## config.mk

```make
export PLATFORM = sky130hd
export DESIGN_NAME = sync_deframer
export DESIGN_NICKNAME = d
export VERILOG_FILES = /design/src/rtl/deframer_pkg.sv /design/src/rtl/sync_hunter.sv /design/src/rtl/byte_repacker.sv /design/src/rtl/crc16_acc.sv /design/src/rtl/frame_store.sv /design/src/rtl/sync_deframer.sv
export SDC_FILE = /design/constraint.sdc
export NUM_CORES = 2
export LEC_CHECK = 0
export BUFFER_PORTS_ARGS = -buffer_cell sky130_fd_sc_hd__buf_2
export CAP_MARGIN = 10
export CELL_PAD_IN_SITES_DETAIL_PLACEMENT = 0
export CELL_PAD_IN_SITES_GLOBAL_PLACEMENT = 1
export CORE_ASPECT_RATIO = 0.5
export CORE_MARGIN = 8
export CORE_UTILIZATION = 45
export DETAILED_ROUTE_END_ITERATION = 16
export PLACE_DENSITY_LB_ADDON = 0.1
export SYNTH_ARGS = -nofsm -noshare
export SYNTH_HDL_FRONTEND = slang
export SYNTH_SLANG_ARGS = --single-unit
export TNS_END_PERCENT = 1
```

## constraint.sdc

```tcl
create_clock -name clk -period 18.2 [get_ports clk]
set_clock_uncertainty 0.2 [all_clocks]
set_input_delay 0 -clock clk [delete_from_list [all_inputs] [get_ports clk]]
set_output_delay 0 -clock clk [all_outputs]
set_load 0.1 [all_outputs]
```

## src/rtl/deframer_pkg.sv

```systemverilog
package deframer_pkg;

  typedef enum logic [2:0] {
    ST_HUNT,
    ST_SYNCING,
    ST_LEN,
    ST_DATA,
    ST_CHECK,
    ST_HELD
  } dfr_state_e;

  localparam logic [15:0] SYNC_PATTERN = 16'hB24D;
  localparam logic [15:0] CRC_POLY     = 16'h1021;

  // Bit order reversal: first-arrived bit (bit 0) moves to bit 7.
  function automatic logic [7:0] bit_rev8(input logic [7:0] b);
    logic [7:0] r;
    for (int i = 0; i < 8; i++) r[i] = b[7-i];
    return r;
  endfunction

  // One byte of CRC-16, MSB first.
  function automatic logic [15:0] crc16_step(input logic [15:0] c, input logic [7:0] d);
    logic [15:0] x;
    logic        fb;
    x = c;
    for (int i = 7; i >= 0; i--) begin
      fb = x[15] ^ d[i];
      x  = {x[14:0], 1'b0};
      if (fb) x = x ^ CRC_POLY;
    end
    return x;
  endfunction

endpackage

```

## src/rtl/sync_hunter.sv

```systemverilog
module sync_hunter
  import deframer_pkg::*;
#(
  parameter logic [15:0] PATTERN = SYNC_PATTERN
) (
  input  logic [15:0] shreg,
  input  logic [7:0]  byte_in,
  output logic        hit,
  output logic [3:0]  hit_pos,
  output logic [15:0] next_shreg
);
  // Arrival-ordered bits: the oldest bit is at the top.
  logic [23:0] cat;
  logic [7:0]  match;

  assign cat        = {shreg, bit_rev8(byte_in)};
  assign next_shreg = cat[15:0];

  // Window seen after k new bits have been shifted in.
  for (genvar k = 1; k <= 8; k++) begin : g_win
    assign match[k-1] = (cat[23-k -: 16] == PATTERN);
  end

  // The earliest position wins.
  always_comb begin
    hit     = 1'b0;
    hit_pos = 4'd0;
    for (int k = 8; k >= 1; k--) begin
      if (match[k-1]) begin
        hit     = 1'b1;
        hit_pos = 4'(k);
      end
    end
  end
endmodule

```

## src/rtl/byte_repacker.sv

```systemverilog
module byte_repacker
  import deframer_pkg::*;
(
  input  logic [7:0] partial,
  input  logic [7:0] byte_in,
  input  logic [3:0] offset,
  output logic [7:0] packed_byte,
  output logic [7:0] next_partial
);
  // offset = number of bits of the new byte that finish the current frame
  // byte (1..8). The low 8-offset bits of partial are the older bits.
  logic [15:0] w;
  logic [15:0] sh;

  assign next_partial = bit_rev8(byte_in);
  assign w            = {partial, next_partial};
  assign sh           = w >> (4'd8 - offset);
  assign packed_byte  = sh[7:0];
endmodule

```

## src/rtl/crc16_acc.sv

```systemverilog
module crc16_acc
  import deframer_pkg::*;
(
  input  logic        clk,
  input  logic        rst_n,
  input  logic        start,
  input  logic        en,
  input  logic [7:0]  din,
  output logic [15:0] crc_next
);
  logic [15:0] crc_q;

  assign crc_next = crc16_step(crc_q, din);

  always_ff @(posedge clk) begin
    if (!rst_n || start) crc_q <= '0;
    else if (en)         crc_q <= crc_next;
  end
endmodule

```

## src/rtl/frame_store.sv

```systemverilog
module frame_store #(
  parameter int DEPTH = 260,
  localparam int AW  = $clog2(DEPTH)
) (
  input  logic          clk,
  input  logic          we,
  input  logic [AW-1:0] waddr,
  input  logic [7:0]    wdata,
  input  logic [AW-1:0] raddr,
  output logic [7:0]    rdata
);
  logic [7:0] mem [DEPTH];

  always_ff @(posedge clk) begin
    if (we) mem[waddr] <= wdata;
  end

  // Indices 0 and 1 always hold the sync word.
  always_comb begin
    if (raddr == AW'(0))      rdata = 8'hB2;
    else if (raddr == AW'(1)) rdata = 8'h4D;
    else                      rdata = mem[raddr];
  end
endmodule

```

## src/rtl/sync_deframer.sv

```systemverilog
module sync_deframer
  import deframer_pkg::*;
#(
  parameter int DEPTH = 260,
  localparam int AW  = $clog2(DEPTH),
  localparam int LW  = $clog2(DEPTH + 1)
) (
  input  logic          clk,
  input  logic          rst_n,
  input  logic          clear,
  input  logic          in_valid,
  input  logic [7:0]    in_byte,
  input  logic [AW-1:0] rd_addr,
  output logic [7:0]    rd_data,
  output logic          frame_done,
  output logic          frame_crc_ok,
  output logic          frame_error,
  output logic [LW-1:0] frame_len
);
  dfr_state_e    state_q;
  logic [15:0]   shreg_q;
  logic [7:0]    partial_q;
  logic [3:0]    offset_q;
  logic [AW-1:0] ptr_q;
  logic [7:0]    remain_q;
  logic [LW-1:0] len_q;
  logic          done_q, crcok_q, err_q;

  logic          hit;
  logic [3:0]    hit_pos;
  logic [15:0]   next_shreg;
  logic [7:0]    packed_byte, next_partial;
  logic [15:0]   crc_next;
  logic [8:0]    need;
  logic          len_bad;
  logic          take;

  // Named internal events
  logic          sync_hit_ev;
  logic          byte_wr_ev;
  logic          drop_ev;
  logic          frame_end_ev;
  logic [AW-1:0] waddr;

  sync_hunter u_hunt (
    .shreg(shreg_q), .byte_in(in_byte),
    .hit(hit), .hit_pos(hit_pos), .next_shreg(next_shreg)
  );

  byte_repacker u_pack (
    .partial(partial_q), .byte_in(in_byte), .offset(offset_q),
    .packed_byte(packed_byte), .next_partial(next_partial)
  );

  assign take    = in_valid && !clear;
  assign need    = {1'b0, packed_byte} + 9'd4;
  assign len_bad = (packed_byte == 8'd0) || (int'(need) > DEPTH);

  assign sync_hit_ev  = take && (state_q == ST_SYNCING) && (in_byte != 8'd0) && hit;
  assign drop_ev      = take && (state_q == ST_LEN) && len_bad;
  assign byte_wr_ev   = take && (((state_q == ST_LEN) && !len_bad) ||
                                 (state_q == ST_DATA) || (state_q == ST_CHECK));
  assign frame_end_ev = take && (state_q == ST_CHECK) && (remain_q == 8'd1);
  assign waddr        = (state_q == ST_LEN) ? AW'(2) : ptr_q;

  crc16_acc u_crc (
    .clk(clk), .rst_n(rst_n), .start(sync_hit_ev),
    .en(byte_wr_ev), .din(packed_byte), .crc_next(crc_next)
  );

  frame_store #(.DEPTH(DEPTH)) u_store (
    .clk(clk), .we(byte_wr_ev), .waddr(waddr), .wdata(packed_byte),
    .raddr(rd_addr), .rdata(rd_data)
  );

  always_ff @(posedge clk) begin
    if (!rst_n || clear) begin
      state_q   <= ST_HUNT;
      shreg_q   <= '0;
      partial_q <= '0;
      offset_q  <= 4'd8;
      ptr_q     <= '0;
      remain_q  <= '0;
      len_q     <= '0;
      done_q    <= 1'b0;
      crcok_q   <= 1'b0;
      err_q     <= 1'b0;
    end else if (in_valid) begin
      unique case (state_q)
        ST_HUNT: begin
          if (in_byte != 8'd0) begin
            shreg_q <= {8'h00, bit_rev8(in_byte)};
            state_q <= ST_SYNCING;
          end
        end
        ST_SYNCING: begin
          if (in_byte == 8'd0) begin
            state_q <= ST_HUNT;
          end else if (hit) begin
            offset_q  <= hit_pos;
            partial_q <= next_partial;
            state_q   <= ST_LEN;
          end else begin
            shreg_q <= next_shreg;
          end
        end
        ST_LEN: begin
          partial_q <= next_partial;
          if (len_bad) begin
            err_q   <= 1'b1;
            state_q <= ST_HUNT;
          end else begin
            len_q <= LW'(need);
            ptr_q <= AW'(3);
            if (packed_byte == 8'd1) begin
              remain_q <= 8'd2;
              state_q  <= ST_CHECK;
            end else begin
              remain_q <= packed_byte - 8'd1;
              state_q  <= ST_DATA;
            end
          end
        end
        ST_DATA: begin
          partial_q <= next_partial;
          ptr_q     <= ptr_q + AW'(1);
          if (remain_q == 8'd1) begin
            remain_q <= 8'd2;
            state_q  <= ST_CHECK;
          end else begin
            remain_q <= remain_q - 8'd1;
          end
        end
        ST_CHECK: begin
          partial_q <= next_partial;
          ptr_q     <= ptr_q + AW'(1);
          remain_q  <= remain_q - 8'd1;
          if (remain_q == 8'd1) begin
            done_q  <= 1'b1;
            crcok_q <= (crc_next == 16'd0);
            state_q <= ST_HELD;
          end
        end
        ST_HELD: ;
        default: state_q <= ST_HUNT;
      endcase
    end
  end

  assign frame_done   = done_q;
  assign frame_crc_ok = crcok_q;
  assign frame_error  = err_q;
  assign frame_len    = len_q;
endmodule

```

After elaboration in Yosys (flattened, before gate mapping)
Memories as Yosys holds them, arrays and structs flattened.
Cells that the tools add are included.

word-level totals
  flip-flop bits (word level) = 75
  bits in writable memories = 2080
  input bits = 21
  output and inout port bits = 20
  word-level logic and storage cells = 147
  memories = 1

cells by class
  add/sub/neg operators = 5
  order comparisons = 1
  equal/unequal tests = 24
  shift operators = 1
  muxes and demuxes = 50
  bitwise operators = 19
  reduce and logical (&&, ||, !) cells = 35

memory list
  name         words  width  rd ports  clocked after Yosys merged registers in  write ports  line               text
  u_store.mem  260    8      1         0                                        1            frame_store.sv:12  logic [7:0] mem [DEPTH];

operator list
  cell                                               count
  == test 16 bit (second input constant)             8
  two-way mux 13 bit                                 8
  two-way mux 8 bit                                  7
  two-way mux 15 bit                                 3
  two-way mux 4 bit                                  8
  one-hot mux 15 bit (2 select lines)                1
  NOT 3 bit                                          8
  one-hot mux 8 bit (3 select lines)                 1
  two-way mux 3 bit                                  7
  two-way mux 9 bit                                  2
  one-hot mux 3 bit (6 select lines)                 1
  one-hot mux 9 bit (2 select lines)                 1
  == test 8 x 1 -> 1 bit (second input constant)     2
  logical NOT 16 bit                                 1
  logical NOT 8 bit                                  2
  one-hot mux 8 bit (2 select lines)                 1
  right shift 16 x 4 -> 8 bit                        1
  subtractor 8 x 1 -> 8 bit (second input constant)  2
  AND reduction 3 bit                                5
  two-way mux 1 bit                                  10
  inequality test 2 bit (second input constant)      5
  adder 8 x 3 -> 9 bit (second input constant)       1
  adder 9 x 1 -> 9 bit (second input constant)       1
  == test 9 x 1 -> 1 bit (second input constant)     1
  other kinds (22)                                   48

Logic depth before layout (Yosys ltp)
  word-level depth = 19
  gate-level depth with buffers = 21
  mapped depth without buffers = 15

Hierarchy
From an unflattened synthesis, not the netlist that was laid out.

unflattened totals
  cells, all modules = 4394
  area total of the unflattened synthesis = 86689.4 um^2

by module, submodules not included
  module         instances  cells an instance  area an instance (um^2)  seq. area each (um^2)
  frame_store    1          3779               81300.5                  62459.9
  sync_deframer  1          389                3184.3                   1201.2
  crc16_acc      1          93                 1019.7                   320.3
  byte_repacker  1          77                 754.5                    0.0
  sync_hunter    1          56                 430.4                    0.0

Worst setup path before layout
OpenSTA, ideal clock, no wires.

  kind = reg-to-reg
  start = register offset_q[0]
  end = memory u_store.mem[170][0] (enable)
  library setup time = 0.370 ns
  arrival time = 12.104 ns
  data required time = 17.630 ns
  slack = 5.526 ns
  stages on the path, launching flop included = 20
  path buffers = 5
  clock period less this slack = 12.674 ns
  cell sequence = dfxtp_1 > buf_6 > buf_2 > inv_1 > ha_1 > buf_2 > buf_2 > a2111oi_0 > nor2_1 > o221ai_1 > inv_1 > ha_1 > nand2_1 > nor3_1 > nand3_2 > nand4_1 > nand2_4 > nand3_2 > buf_2 > nor2_1

between the ends
  word-level cells in the longest chain between the ends = 12
  elaborated cells between the ends (all ways) = 13
  those cells by class = add/sub (2); order compare (1); shift (1); mux (2); reduce/logical (7)

ends and longest elaborated chain
  item                                       line                  text
  from (decl)                                sync_deframer.sv:23   logic [3:0] offset_q;
  from (signal assigned)                     sync_deframer.sv:100  offset_q <= hit_pos;
  subtractor 4 bit *                         byte_repacker.sv:17   assign sh = w >> (4'd8 - offset);
  right shift 16 x 4 -> 8 bit *              byte_repacker.sv:17
  net packed_byte[3]                         sync_deframer.sv:32   logic [7:0] packed_byte, next_partial;
  adder 8 x 3 -> 9 bit                       sync_deframer.sv:56   assign need = {1'b0, packed_byte} + 9'd4;
  greater-than comparator 9 bit              sync_deframer.sv:57   assign len_bad = (packed_byte == 8'd0) || (int'(need) > DEPTH);
  logical OR 1 bit *                         sync_deframer.sv:57
  logical NOT 1 bit *                        sync_deframer.sv:61   assign byte_wr_ev = take && (((state_q == ST_LEN) && !len_bad) ||
  logical AND 1 bit *                        sync_deframer.sv:61
  logical OR 1 bit *                         sync_deframer.sv:61
  logical OR 1 bit *                         sync_deframer.sv:62   (state_q == ST_DATA) || (state_q == ST_CHECK));
  logical AND 1 bit *                        sync_deframer.sv:61
  two-way mux 1 bit *                        frame_store.sv:15     if (we) mem[waddr] <= wdata;
  two-way mux 1 bit (implied by the code) *  frame_store.sv:15
  to (decl)                                  frame_store.sv:12

Mark *: on every way through the listed nets, which the timed path passes. The rest lies on a longest branch.

Final worst setup path
  start = input port rd_addr[0]
  end = output port rd_data[7]

between the ends
  word-level cells in the longest chain between the ends = 3
  elaborated cells between the ends (all ways) = 5
  those cells by class = eq/ne (1); mux (2); reduce/logical (1); memory (1)

ends and longest elaborated chain
  item                                                                        line                 text
  from (decl)                                                                 sync_deframer.sv:13  input logic [AW-1:0] rd_addr,
  memory read (260 x 8 bit) / == test 9 x 1 -> 1 bit (equally long branches)  --
  two-way mux 8 bit                                                           frame_store.sv:21    else if (raddr == AW'(1)) rdata = 8'h4D;
  two-way mux 8 bit *                                                         frame_store.sv:20    if (raddr == AW'(0)) rdata = 8'hB2;
  to (decl)                                                                   sync_deframer.sv:14  output logic [7:0] rd_data,

Every way passes the cells marked *; elsewhere a longest branch is shown, timed or not.

==> results.toml <==
[detailed_routing]
postRouteAntennaNets = 0
drt-total-wl_um = 222000
viasPerCell = 6.04
dr.first_iter.drc_count = 5062
route.vias.total = 41260
drc_errors = 0
first_pass_iters = 6
wl_per_cell_um = 32.5

[final_layout]
drive_gt1_share_pct = 25.7
most-common-layout-cells = "2080 x edfxtp_1, 655 x mux4_2, 343 x nor2_1"
area_growth_pct = 11.4
seq_area_sq_um = 64000
multi_input_area_sq_um = 20400
fillerInstances = 15078
fin_nets = 4172
final_common_cell = "edfxtp_1"

[timing]
fmax_mhz = 147
final_max_slew_viol_count = 0
finalCritPeriodShare_pct = 37.3
finalSetupTns_ns = 0
hold_violations = 0
rsz0062_at_grt = "false"
max_slew_margin_pct = 19.2
tightest_slew_ns = 1.20
finalCriticalPeriod_ns = 6.79
setup_viol = 0

[power_and_ir_drop]
power_leakage_nw = 28.9
p_int_mw = 7.90
p_total_mw = 10.0
power_frac_clock_pct = 40.7
peakVddDrop_uv = 62.2
p_sw_mw = 2.15
seq_power_share_pct = 54.1
swShare_pct = 21.4
power_density_nw_per_um2 = 106
power_frac_comb_pct = 5.2

[global_routing]
grt_overflow_total = 0
antenna_found_initial = 14
grt_pass1_wl_um = 319000
grt_max_degree = 153
grt_util_all_layers_pct = 21.6
grt_pass1_vias = 41724

[critical_path]
startpoint = "rd_addr[0]"
crit_fanout = 93
crit_path_end_kind = "output pin"
ff2ff_setup_slack_ns = 11.66
required_ns = 18.00
start_kind = "input pin"
critPathArrivalTime_ns = 6.59
rr_startpoint = "offset_q[1]$_SDFFE_PP0P_"
worst-setup-path-type = "input pin to output pin"

[floorplanning]
dieWidth_um = 632
fp-row-count = 113
pin_count = 41
die_h_um = 324
start_util_pct = 45.2
dieArea_sq_um = 205000
core_sq_um = 189000

[clock_network]
cts.clk_slew.worst_paths_ns = 0.06
cts.sinks = 2155
cts_root_buf = "clkbuf_16"
post-cts-setup-buffers = 0
clk_latency_ns = 0.82
cts_tree = "yes"
clock_path_buffers = 4
cts_max_level = 4
cts-buffers-inserted = 199

[logic_synthesis]
ys_seq_elements = 2155
syn_area_sq_um = 85400
async_flop_share_pct = 0
yosysSeqAreaShare_pct = 74.9
yosysWarningCount = 0
synth_nets = 4054
syn_inst = 4023
ys.flop_type = "edfxtp_1"
ys_types = 85
post_synth.cell_area_avg_sq_um = 21.2
synth_edf_count = 2080

[flow_run]
cap_violations = 0

[placement]
post-dp-hpwl_um = 133000
port_buffers = 40
routabilityCongestion = 0.807

[run_status]
status = "complete, no violations"

[hold_path]
hold_start = "clear"
hold_path_class = "input pin to flop"
synth_stat cells, drive strengths merged, types with 9 or more instances:
library cell	count	area, sq um
nor4	12	75.1
ha	10	125
xnor2	24	210
clkbuf	126	473
mux2i	60	601
mux4	656	14800
o22ai	11	68.8
nor3	27	140
inv	29	109
nand2	98	378
a31oi	9	62.6
edfxtp	2080	62500
a211oi	20	150
dfxtp	75	1500
xor2	16	140
nor2b	20	125
nand2b	20	125
buf	108	561
a21oi	43	219
mux2	26	293
nand3	42	240
nor2	344	1290
o21ai	39	199
final timing paths:
| path | endpoint | cells past startpoint |
|---|---|---|
| setup / recovery | rd_data[7] | 12 |
| hold / removal | u_crc.crc_q[12]$_SDFFE_PP0P_ | 6 |
| setup reg to reg | u_store.mem[134][5]$_DFFE_PP_ | 15 |
| hold reg to reg | frame_done$_SDFFE_PP0P_ | 2 |
repair_timing:
action	4_1_cts	5_1_grt
hold buffers	41	0
resized for setup	0	0
hold endpoints to repair	75	0
worst max-delay path, stage by stage:
cell     delay, ns
buf_8         0.51
buf_4         0.80
buf_4         0.72
buf_12        0.50
buf_4         0.81
mux4_2        0.60
mux4_2        0.47
nor2b_1       0.20
nor4_1        0.61
nor4b_1       0.14
a221o_1       0.42
buf_2         0.32
layer usage:
layer  vias to the layer above  GRT usage (%)  share of wire, %
met3                       261           4.09               7.2
met2                      1413           32.8                45
met5                         -              0            0.0054
li1                      16996              -                 -
met1                     22588           33.3                46
met4                         2           3.84               1.6
final cells by class:
cell class,instances,area share (%)
antenna,3,0.00789
clock buffer,251,5.54
clock inverter,102,0.948
inverter,30,0.150
multi-input combinational,1604,21.5
sequential,2155,67.2
tap,2530,3.33
timing repair buffer,151,1.30
power groups by stage:
stage | Clock [mW] | Sequential [mW] | Combinational [mW]
after detailed placement | 0 | 5.54 | 0.526
final | 4.09 | 5.43 | 0.522
after global routing | 4.35 | 5.43 | 0.551
after floorplan | 0 | 5.56 | 0.325
after global placement | 0 | 5.54 | 0.521
after CTS | 4.17 | 5.43 | 0.532
state kept, by name, indices dropped and copies added (netlist names):
signal,cells
frame_crc_ok,1
frame_done,1
frame_error,1
frame_len,9
offset_q,4
partial_q,8
ptr_q,9
remain_q,8
shreg_q,15
state_q,3
u_crc.crc_q,16
u_store.mem,2080
stage by stage:
step	cells	util (%)	area [sq um]	hold WS (ns)	setup slack (ns)
3_3_place_gp	6429	46.8	88500	0.138	11.26
5_1_grt	6823	50.3	95100	0.164	10.97
3_5_place_dp	6429	46.8	88500	0.140	11.24
2_1_floorplan	4023	-	85400	-0.0601	5.53
4_1_cts	6823	50.3	95100	0.0809	11.24
6_report	6826	50.3	95100	0.150	11.41
cells by family (layout without fill, tap and decap cells):
group	after synthesis	after routing	synth area share (%)
adders and majority gates	10	10	0.146
AOI/OAI and AO/OA	187	187	1.52
DFF	2155	2155	74.9
and+or+nand+nor	623	623	3.30
muxes	742	742	18.3
other	0	3	0
xor gates and xnor gates	42	42	0.463
buffers and inverters	264	534	1.34
No activity file was read; power rests on OpenSTA's default activity.
